**config.mk**
```make
export PLATFORM = sky130hd
export DESIGN_NAME = branch_cond_unit
export DESIGN_NICKNAME = d
export VERILOG_FILES = /design/src/rtl/bcu_pkg.sv /design/src/rtl/bcu_decode.sv /design/src/rtl/bcu_cond.sv /design/src/rtl/bcu_pc.sv /design/src/rtl/branch_cond_unit.sv
export SDC_FILE = /design/constraint.sdc
export NUM_CORES = 1
export LEC_CHECK = 0
export BUFFER_PORTS_ARGS = -buffer_cell sky130_fd_sc_hd__buf_2
export CAP_MARGIN = 30
export CORE_ASPECT_RATIO = 2
export CORE_MARGIN = 2
export CORE_UTILIZATION = 30
export CTS_CLUSTER_DIAMETER = 100
export DETAILED_ROUTE_END_ITERATION = 8
export GPL_ROUTABILITY_DRIVEN = 0
export PLACE_DENSITY = 0.6
export RECOVER_POWER = 25
export SYNTH_ARGS = -nofsm -noshare
export SYNTH_HDL_FRONTEND = slang
export SYNTH_HIERARCHICAL = 1
export SYNTH_SLANG_ARGS = --single-unit
export TNS_END_PERCENT = 30
```
**constraint.sdc**
```tcl
create_clock -name clk_i -period 0.8 [get_ports clk_i]
set_input_delay 0.16 -clock clk_i [delete_from_list [all_inputs] [get_ports clk_i]]
set_output_delay 0.16 -clock clk_i [all_outputs]
set_load 0.02 [all_outputs]
```
**src/rtl/bcu_pkg.sv**
```systemverilog
package bcu_pkg;
  typedef enum logic [2:0] {
    CLS_NONE = 3'd0,
    CLS_FLAG = 3'd1,
    CLS_BIT  = 3'd2,
    CLS_DEC  = 3'd3,
    CLS_CMP  = 3'd4
  } br_cls_e;

  typedef enum logic [1:0] {
    CMP_EQ = 2'd0,
    CMP_NE = 2'd1,
    CMP_GT = 2'd2,
    CMP_GE = 2'd3
  } cmp_kind_e;

  localparam logic [5:0] OP_FLAG0 = 6'b100000;
  localparam logic [5:0] OP_FLAG1 = 6'b100001;
  localparam logic [5:0] OP_BIT0  = 6'b100010;
  localparam logic [5:0] OP_BIT1  = 6'b100011;
  localparam logic [5:0] OP_DECZ  = 6'b100100;
  localparam logic [5:0] OP_DECNZ = 6'b100101;
  localparam logic [5:0] OP_CMPEQ = 6'b100110;
  localparam logic [5:0] OP_CMPNE = 6'b100111;
  localparam logic [5:0] OP_CMPGT = 6'b101000;
  localparam logic [5:0] OP_CMPGE = 6'b101001;
endpackage

```
**src/rtl/bcu_decode.sv**
```systemverilog
module bcu_decode
  import bcu_pkg::*;
(
  input  logic [5:0] opcode_i,
  output br_cls_e    cls_o,
  output logic       pol_o,
  output cmp_kind_e  cmp_o
);
  always_comb begin
    cls_o = CLS_NONE;
    pol_o = opcode_i[0];
    cmp_o = CMP_EQ;
    unique case (opcode_i)
      OP_FLAG0, OP_FLAG1: cls_o = CLS_FLAG;
      OP_BIT0,  OP_BIT1:  cls_o = CLS_BIT;
      OP_DECZ,  OP_DECNZ: cls_o = CLS_DEC;
      OP_CMPEQ: begin cls_o = CLS_CMP; cmp_o = CMP_EQ; end
      OP_CMPNE: begin cls_o = CLS_CMP; cmp_o = CMP_NE; end
      OP_CMPGT: begin cls_o = CLS_CMP; cmp_o = CMP_GT; end
      OP_CMPGE: begin cls_o = CLS_CMP; cmp_o = CMP_GE; end
      default:  cls_o = CLS_NONE;
    endcase
  end
endmodule

```
**src/rtl/bcu_cond.sv**
```systemverilog
module bcu_cond
  import bcu_pkg::*;
#(
  parameter int unsigned DATA_W = 16,
  localparam int unsigned SEL_W = $clog2(DATA_W)
) (
  input  br_cls_e           cls_i,
  input  logic              pol_i,
  input  cmp_kind_e         cmp_i,
  input  logic [SEL_W-1:0]  sel_i,
  input  logic [DATA_W-1:0] rs_i,
  input  logic [DATA_W-1:0] rs2_i,
  input  logic [DATA_W-1:0] flags_i,
  input  logic [DATA_W-1:0] bits_i,
  output logic              cond_o,
  output logic              wb_en_o,
  output logic [DATA_W-1:0] wb_data_o,
  output logic              flag_we_o,
  output logic              c_o,
  output logic              z_o,
  output logic              n_o
);
  logic [DATA_W:0] diff;
  logic [DATA_W:0] dec;
  logic            rs_zero, eq, lt, tested;

  // one extra bit holds the borrow
  assign diff    = {1'b0, rs_i} - {1'b0, rs2_i};
  assign dec     = {1'b0, rs_i} - {{DATA_W{1'b0}}, 1'b1};
  assign rs_zero = (rs_i == '0);
  assign eq      = (diff[DATA_W-1:0] == '0);
  assign lt      = diff[DATA_W];
  assign tested  = (cls_i == CLS_BIT) ? bits_i[sel_i] : flags_i[sel_i];

  always_comb begin
    cond_o    = 1'b0;
    wb_en_o   = 1'b0;
    wb_data_o = '0;
    flag_we_o = 1'b0;
    c_o       = 1'b0;
    z_o       = 1'b0;
    n_o       = 1'b0;
    unique case (cls_i)
      CLS_FLAG, CLS_BIT: cond_o = pol_i ? tested : !tested;
      CLS_DEC: begin
        cond_o    = pol_i ? !rs_zero : rs_zero;
        wb_en_o   = !cond_o;
        wb_data_o = dec[DATA_W-1:0];
        flag_we_o = 1'b1;
        c_o       = dec[DATA_W];
        z_o       = (dec[DATA_W-1:0] == '0);
        n_o       = dec[DATA_W-1];
      end
      CLS_CMP: begin
        unique case (cmp_i)
          CMP_EQ: cond_o = eq;
          CMP_NE: cond_o = !eq;
          CMP_GT: cond_o = !lt && !eq;
          CMP_GE: cond_o = !lt;
          default: cond_o = 1'b0;
        endcase
        flag_we_o = 1'b1;
        c_o       = lt;
        z_o       = eq;
        n_o       = diff[DATA_W-1];
      end
      default: cond_o = 1'b0;
    endcase
  end
endmodule

```
**src/rtl/bcu_pc.sv**
```systemverilog
module bcu_pc #(
  parameter int unsigned PC_W    = 24,
  parameter int unsigned LOCAL_W = 16,
  parameter int unsigned LEN_W   = 2
) (
  input  logic [PC_W-1:0]  pc_i,
  input  logic [PC_W-1:0]  target_i,
  input  logic [LEN_W-1:0] ilen_i,
  input  logic             taken_i,
  input  logic             full_i,
  output logic [PC_W-1:0]  next_pc_o
);
  logic [PC_W-1:0] seq_pc, local_pc;

  assign seq_pc = pc_i + {{(PC_W-LEN_W){1'b0}}, ilen_i};

  generate
    if (LOCAL_W < PC_W) begin : g_paged
      assign local_pc = {pc_i[PC_W-1:LOCAL_W], target_i[LOCAL_W-1:0]};
    end else begin : g_flat
      assign local_pc = target_i;
    end
  endgenerate

  always_comb begin
    if (!taken_i)    next_pc_o = seq_pc;
    else if (full_i) next_pc_o = target_i;
    else             next_pc_o = local_pc;
  end
endmodule

```
**src/rtl/branch_cond_unit.sv**
```systemverilog
module branch_cond_unit
  import bcu_pkg::*;
#(
  parameter int unsigned DATA_W  = 16,
  parameter int unsigned PC_W    = 24,
  parameter int unsigned LOCAL_W = 16,
  parameter int unsigned LEN_W   = 2,
  localparam int unsigned SEL_W  = $clog2(DATA_W)
) (
  input  logic              clk_i,
  input  logic              rst_ni,
  input  logic              valid_i,
  input  logic [5:0]        opcode_i,
  input  logic [SEL_W-1:0]  sel_i,
  input  logic [DATA_W-1:0] rs_i,
  input  logic [DATA_W-1:0] rs2_i,
  input  logic [DATA_W-1:0] flags_i,
  input  logic [DATA_W-1:0] r08_i,
  input  logic [PC_W-1:0]   pc_i,
  input  logic [PC_W-1:0]   target_i,
  input  logic [LEN_W-1:0]  ilen_i,
  output logic              out_valid_o,
  output logic              taken_o,
  output logic [PC_W-1:0]   next_pc_o,
  output logic              wb_en_o,
  output logic [DATA_W-1:0] wb_data_o,
  output logic              flag_we_o,
  output logic              flag_c_o,
  output logic              flag_z_o,
  output logic              flag_n_o
);
  br_cls_e           cls;
  cmp_kind_e         cmp;
  logic              pol, cond, wb_en, flag_we, c, z, n;
  logic [DATA_W-1:0] wb_data;
  logic [PC_W-1:0]   npc;

  bcu_decode u_dec (
    .opcode_i (opcode_i),
    .cls_o    (cls),
    .pol_o    (pol),
    .cmp_o    (cmp)
  );

  bcu_cond #(.DATA_W(DATA_W)) u_cond (
    .cls_i     (cls),
    .pol_i     (pol),
    .cmp_i     (cmp),
    .sel_i     (sel_i),
    .rs_i      (rs_i),
    .rs2_i     (rs2_i),
    .flags_i   (flags_i),
    .bits_i    (r08_i),
    .cond_o    (cond),
    .wb_en_o   (wb_en),
    .wb_data_o (wb_data),
    .flag_we_o (flag_we),
    .c_o       (c),
    .z_o       (z),
    .n_o       (n)
  );

  bcu_pc #(.PC_W(PC_W), .LOCAL_W(LOCAL_W), .LEN_W(LEN_W)) u_pc (
    .pc_i      (pc_i),
    .target_i  (target_i),
    .ilen_i    (ilen_i),
    .taken_i   (cond),
    .full_i    (cls == CLS_BIT),
    .next_pc_o (npc)
  );

  always_ff @(posedge clk_i or negedge rst_ni) begin
    if (!rst_ni) begin
      out_valid_o <= 1'b0;
      taken_o     <= 1'b0;
      next_pc_o   <= '0;
      wb_en_o     <= 1'b0;
      wb_data_o   <= '0;
      flag_we_o   <= 1'b0;
      flag_c_o    <= 1'b0;
      flag_z_o    <= 1'b0;
      flag_n_o    <= 1'b0;
    end else begin
      out_valid_o <= valid_i;
      taken_o     <= valid_i && cond;
      next_pc_o   <= npc;
      wb_en_o     <= valid_i && wb_en;
      wb_data_o   <= wb_data;
      flag_we_o   <= valid_i && flag_we;
      flag_c_o    <= c;
      flag_z_o    <= z;
      flag_n_o    <= n;
    end
  end
endmodule

```
* Word-level counts from Yosys, hierarchy flattened *
Cells that the tools add are included.

word-level totals
  bits in latches = 0
  bits of input ports = 127
  flip-flop bits (word level) = 47
  bits in read-only memories = 0
  word-level logic and storage cells = 68
  bits in writable memories = 0
  memories kept = 0

operators by class
  multiply operators = 0
  bitwise logic cells = 0
  divide/modulo/power cells = 0
  shift operators = 0
  reductions and logical operators = 19
  equality and inequality tests = 17
  multiplexer cells = 19
  $add $sub $neg = 3
  order comparisons = 1

operator list
  kind                                                 number
  equality test 6 bit, second input constant           10
  logical NOT 16 bit                                   3
  2-to-1 mux 24 bit                                    2
  adder 24 x 2 -> 24 bit                               1
  subtractor 16 x 1 -> 17 bit, second input constant   1
  subtractor 16 x 16 -> 17 bit                         1
  2-to-1 mux 16 bit                                    1
  case mux 3 bit (4 select lines)                      1
  OR reduction 2 bit                                   5
  binary-select mux 1 bit (select 4 bit)               2
  2-to-1 mux 1 bit                                     7
  equality test 3 x 2 -> 1 bit, second input constant  2
  case mux 1 bit (2 select lines)                      3
  case mux 2 bit (3 select lines)                      1
  logical NOT 1 bit                                    5
  < comparator 4 x 5 -> 1 bit, second input constant   1
  equality test 2 bit, second input constant           2
  logical AND 1 bit                                    4
  case mux 1 bit (4 select lines)                      1
  OR reduction 4 bit                                   1
  equality test 3 x 1 -> 1 bit, second input constant  1
  equality test 3 bit, second input constant           1
  case mux 1 bit (3 select lines)                      1
  equality test 2 x 1 -> 1 bit, second input constant  1
  logical NOT 2 bit                                    1

* Logic depth before layout (Yosys ltp) *
  word-level depth = 9
  depth in mapped cells = 17
  gate-level depth less buffers = 16

* Hierarchy *
The synthesis kept the hierarchy.

by module, submodules not included
  module            instances  area each (um2)  cells an instance  seq. area each (um2)
  bcu_cond          1          1816.7           252                0.0
  branch_cond_unit  1          1207.4           51                 1176.1
  bcu_pc            1          832.0            134                0.0
  bcu_decode        1          73.8             11                 0.0

* Worst setup path after synthesis *
No wires, ideal clock.

  path kind = input port to flip-flop
  from = input rs_i[0]
  to = register next_pc_o[20]
  required time = 0.696 ns
  cell stages on the path = 15
  data arrival time = 3.496 ns
  slack = -2.800 ns
  buffers on the path = 1
  cell sequence = inv_1 > ha_1 > fa_1 > xnor2_1 > a211oi_1 > o2111ai_1 > a2111oi_0 > o2111ai_1 > or4_1 > o21ai_1 > o211ai_1 > clkbuf_1 > nor4_1 > nand4_1 > a221oi_1

on the way
  word-level cells in the longest chain between the ends = 7
  elaborated cells between the ends (all ways) = 11

RTL lines
  what                                 RTL line                        source
  from (decl)                          branch_cond_unit.sv:15          input logic [DATA_W-1:0] rs_i,
  subtractor 16 x 16 -> 17 bit         bcu_cond.sv:28                  assign diff = {1'b0, rs_i} - {1'b0, rs2_i};
  logical NOT 16 bit                   bcu_cond.sv:31                  assign eq = (diff[DATA_W-1:0] == '0);
  logical NOT 1 bit                    bcu_cond.sv:57, bcu_cond.sv:58
  logical AND 1 bit                    bcu_cond.sv:58                  CMP_GT: cond_o = !lt && !eq;
  case mux 1 bit (4 select lines)      bcu_cond.sv:55                  unique case (cmp_i)
  case mux 1 bit (3 select lines) (*)  bcu_cond.sv:43                  unique case (cls_i)
  named net cond                       branch_cond_unit.sv:34          logic pol, cond, wb_en, flag_we, c, z, n;
  2-to-1 mux 24 bit (*)                bcu_pc.sv:26                    if (!taken_i) next_pc_o = seq_pc;
  named net npc[20]                    branch_cond_unit.sv:36          logic [PC_W-1:0] npc;
  to (signal assigned)                 branch_cond_unit.sv:86          next_pc_o <= npc;
  to (decl)                            branch_cond_unit.sv:24          output logic [PC_W-1:0] next_pc_o,

The timed path passes the listed nets; every way through them passes the cells marked *.

* Worst setup path in the final report *
  from = input rs_i[0]
  to = register next_pc_o[0]

The elaborated chain is that of the path after synthesis.

==> impl_results.md <==
* MaxCap Viol Count at 0
* Clk sinks at 47
* Post-Syn Instances at about 450
* Area of the multi-input gates at about 2900 µm²
* Largest family of logic cells by synthesized area: simple AND/OR/NAND/NOR gates
* Register area share after synthesis at 0.2993
* Overall power at ~0.0081 W
* Final hold violation count at 0
* Hold Crit Start: valid_i
* Final wirelength at about 14 mm
* Req. time, crit path at about 970 ps
* Gr usage total at 0.2015
* Final period util at 4.254
* Non-Filler Instances at slightly above 900
* Design area at around 6600 µm²
* Adder-Cell Fraction of Synth Area at 0.07386
* Netlist cell types at 72
* Failing checks: setup timing
* Port bufs at between 150 and 200
* Final Util at 0.5115
* Core area at 12,920 µm²
* Max_slew headroom at 0.3851
* Largest net degree at the start of global routing at 48
* Die Height at between 150 and 200 µm
* Via density at 5.151
* Routed wire length per instance at roughly 16 µm
* Yosys reg bits at 47
* Crit path DAT at approximately 3600 ps
* Post-Syn Nets at approximately 600
* Netlist Area Pre-Place at just under 4000 µm²
* Multiplexer share of the synthesized area at 0.06749
* Worst Hold End: out_valid_o
* Io pins at between 150 and 200
* Fill cells at ~1,200
* Via count at 4,662
* FF+latch area at around 1200 µm²
* Worst-margin pin slew at between 800 and 900 ps
* # DRC at 0
* Outcome: complete, but fails checks
* Worst-path maximum fanout at 14
* Layout cells sized above 1 at 0.5100
* CP Launch Type: input port
* Worst VDD drop at roughly 1.5 mV
* Post-synth EDFFs at 0
* Clock buffer depth at 2
* RSZ-0062 raised after global routing: yes
* CTS tree: built
* Most frequent cells in the layout: buf_2 (159), buf_4 (128), dfrtp_1 (47)
* Std cell rows at 59
* DIE WIDTH at about 85 µm
* Min-delay worst type: input port to register
* Initial antenna violation count at 0
* Setup tns final at -87,800 ps
* Final setup viols at 93
* H-Tree Depth at 2
* DP HPWL at around 12 mm
* Fin crit period at between 3000 and 4000 ps
* Max Slew Vio Count at 0
* GRT Residual Overflow at 0
* First-pass GRT wire length at about 23 mm
* WS Path Type: input port to register
* Die Area at 14,090 µm²
* Placed inst area at roughly 6000 µm²
* Crit end category: register
* Synth-to-layout area growth at 68.13%
* Detailed Routing Iterations Pass 1 at 4
* Compound-Gate Fraction of Synth Area at 0.1961
* Fin nets at around 900
* Simple-gate area share of the yosys netlist at 0.2486
* CTS Buf Count at 5
* Top FF cell, synth: dfrtp_1
* Commonest non-fill, non-tap cell in the layout: buf_2
* Mean Syn Cell Area at 8.772 µm²
* DR iter-0 viols at around 110
* Post-synthesis xor/xnor area fraction at 0.06463
* Synth Warn # at 6
* Worst-path clk slew at around 60 ps
* Hold path cells at 1
* Placed Instances at 892
* Async SR Flop Fraction at 1.000
* PwrDens at 1231 nW/µm²
* Initial Util at 0.3042
* Leak at around 3.1 nW
* Highest clock rate at 293.9 MHz
* Routed Antenna Nets at 0
* Slack of the critical path at -2603 ps
* Vias in the first global route at ~5,000
* Root Buffer: clkbuf_16
* Antenna Diode Count at 0
==> worst max-delay path: stages <==
cell and delay [ps]:
buf_12 90, inv_12 30, ha_4 160, fa_2 540, nand2_2 60, a221oi_2 190, o2111ai_2 170, a2111oi_4 360
o2111ai_2 200, buf_4 190, o41ai_2 310, a21oi_1 100, o211ai_1 280, buf_12 180, buf_4 190, mux2_2 350
==> how the worst max path moves through the flow <==
| stage | start | end | slack (ps) | depth (start not counted) |
|---|---|---|---|---|
| after floorplan | rs_i[0] | next_pc_o[13] | -2510 | 14 |
| after global placement | rs_i[0] | next_pc_o[22] | -2990 | 16 |
| after detailed placement | rs_i[0] | next_pc_o[20] | -3090 | 16 |
| after CTS | rs2_i[1] | next_pc_o[22] | -2580 | 16 |
| after global routing | rs_i[0] | next_pc_o[22] | -2840 | 17 |
| final | rs_i[0] | next_pc_o[0] | -2600 | 16 |
==> stage by stage <==
stage               setup slack (ps)  hold slack [ps]
floorplan                      -2514           -135.6
detailed placement             -3094            165.4
finish                         -2603            27.75
CTS                            -2580            12.40
global route                   -2842            33.43
global placement               -2994            164.0
==> cell usage after synthesis, drive strengths merged, types with 6 or more instances <==
library cell,count,area [µm²]
a211oi,7,57.55
o21ai,28,140.1
or3,6,43.79
nor4,8,50.05
xor2,9,78.83
nor3,15,75.07
nand2b,8,50.05
a31oi,9,56.30
inv,29,108.9
dfrtp,47,1176
nand3,9,45.04
nand2,40,150.1
ha,20,250.2
clkbuf,10,37.54
nor2,42,160.2
mux4,9,202.7
or4,7,63.81
a21oi,18,90.09
xnor2,20,175.2
buf,6,50.04
==> registers in the layout (all words and copies together) (netlist names) <==
name         cells
flag_c_o         1
flag_n_o         1
flag_we_o        1
flag_z_o         1
next_pc_o       24
out_valid_o      1
taken_o          1
wb_data_o       16
wb_en_o          1
==> timing repair <==
action / in CTS / in global routing
endpoints found under the setup margin: 93 / 93
setup buffers: 3 / 1
hold buffers: 1 / 0
pin swaps: 7 / 8
gates resized for setup: 48 / 34
hold endpoints to repair: 47 / 0
gates cloned: 0 / 0
==> final cells by class <==
type | count | area share
multi-input cells | 356 | 0.4321
repair buffers | 313 | 0.3141
flip-flops and latches | 47 | 0.1780
well taps | 152 | 0.02878
clock buffers | 6 | 0.01950
inverters | 29 | 0.01837
clock inverters | 2 | 0.009089
==> cell families (layout without fill, tap and decap cells) <==
group	count (synthesis)	count (layout)
XOR/XNOR	29	29
AND/OR/NAND/NOR	178	178
buffers and inverters	45	350
flip-flops	47	47
AO/OA/AOI/OAI	112	112
adder cells (fa/ha/maj)	22	22
multiplexers	15	15
==> power by group <==
group	internal, W	total [W]	switching, W
clock	0.00179	0.00268	0.000887
combinational	0.00146	0.00291	0.00146
sequential	0.00250	0.00254	0.0000365
total	0.00575	0.00813	0.00238
==> per-layer routing <==
metal	vias to the layer above	routed length, µm	share of wire	track usage
li1	2278	-	-	-
met1	2176	4332	0.30	0.1735
met2	155	8620	0.60	0.4183
met3	53	521	0.037	0.01938
met4	0	788	0.055	0.1173
met5	-	0	0	0
Note: power is estimated with default switching activity, not from simulation.
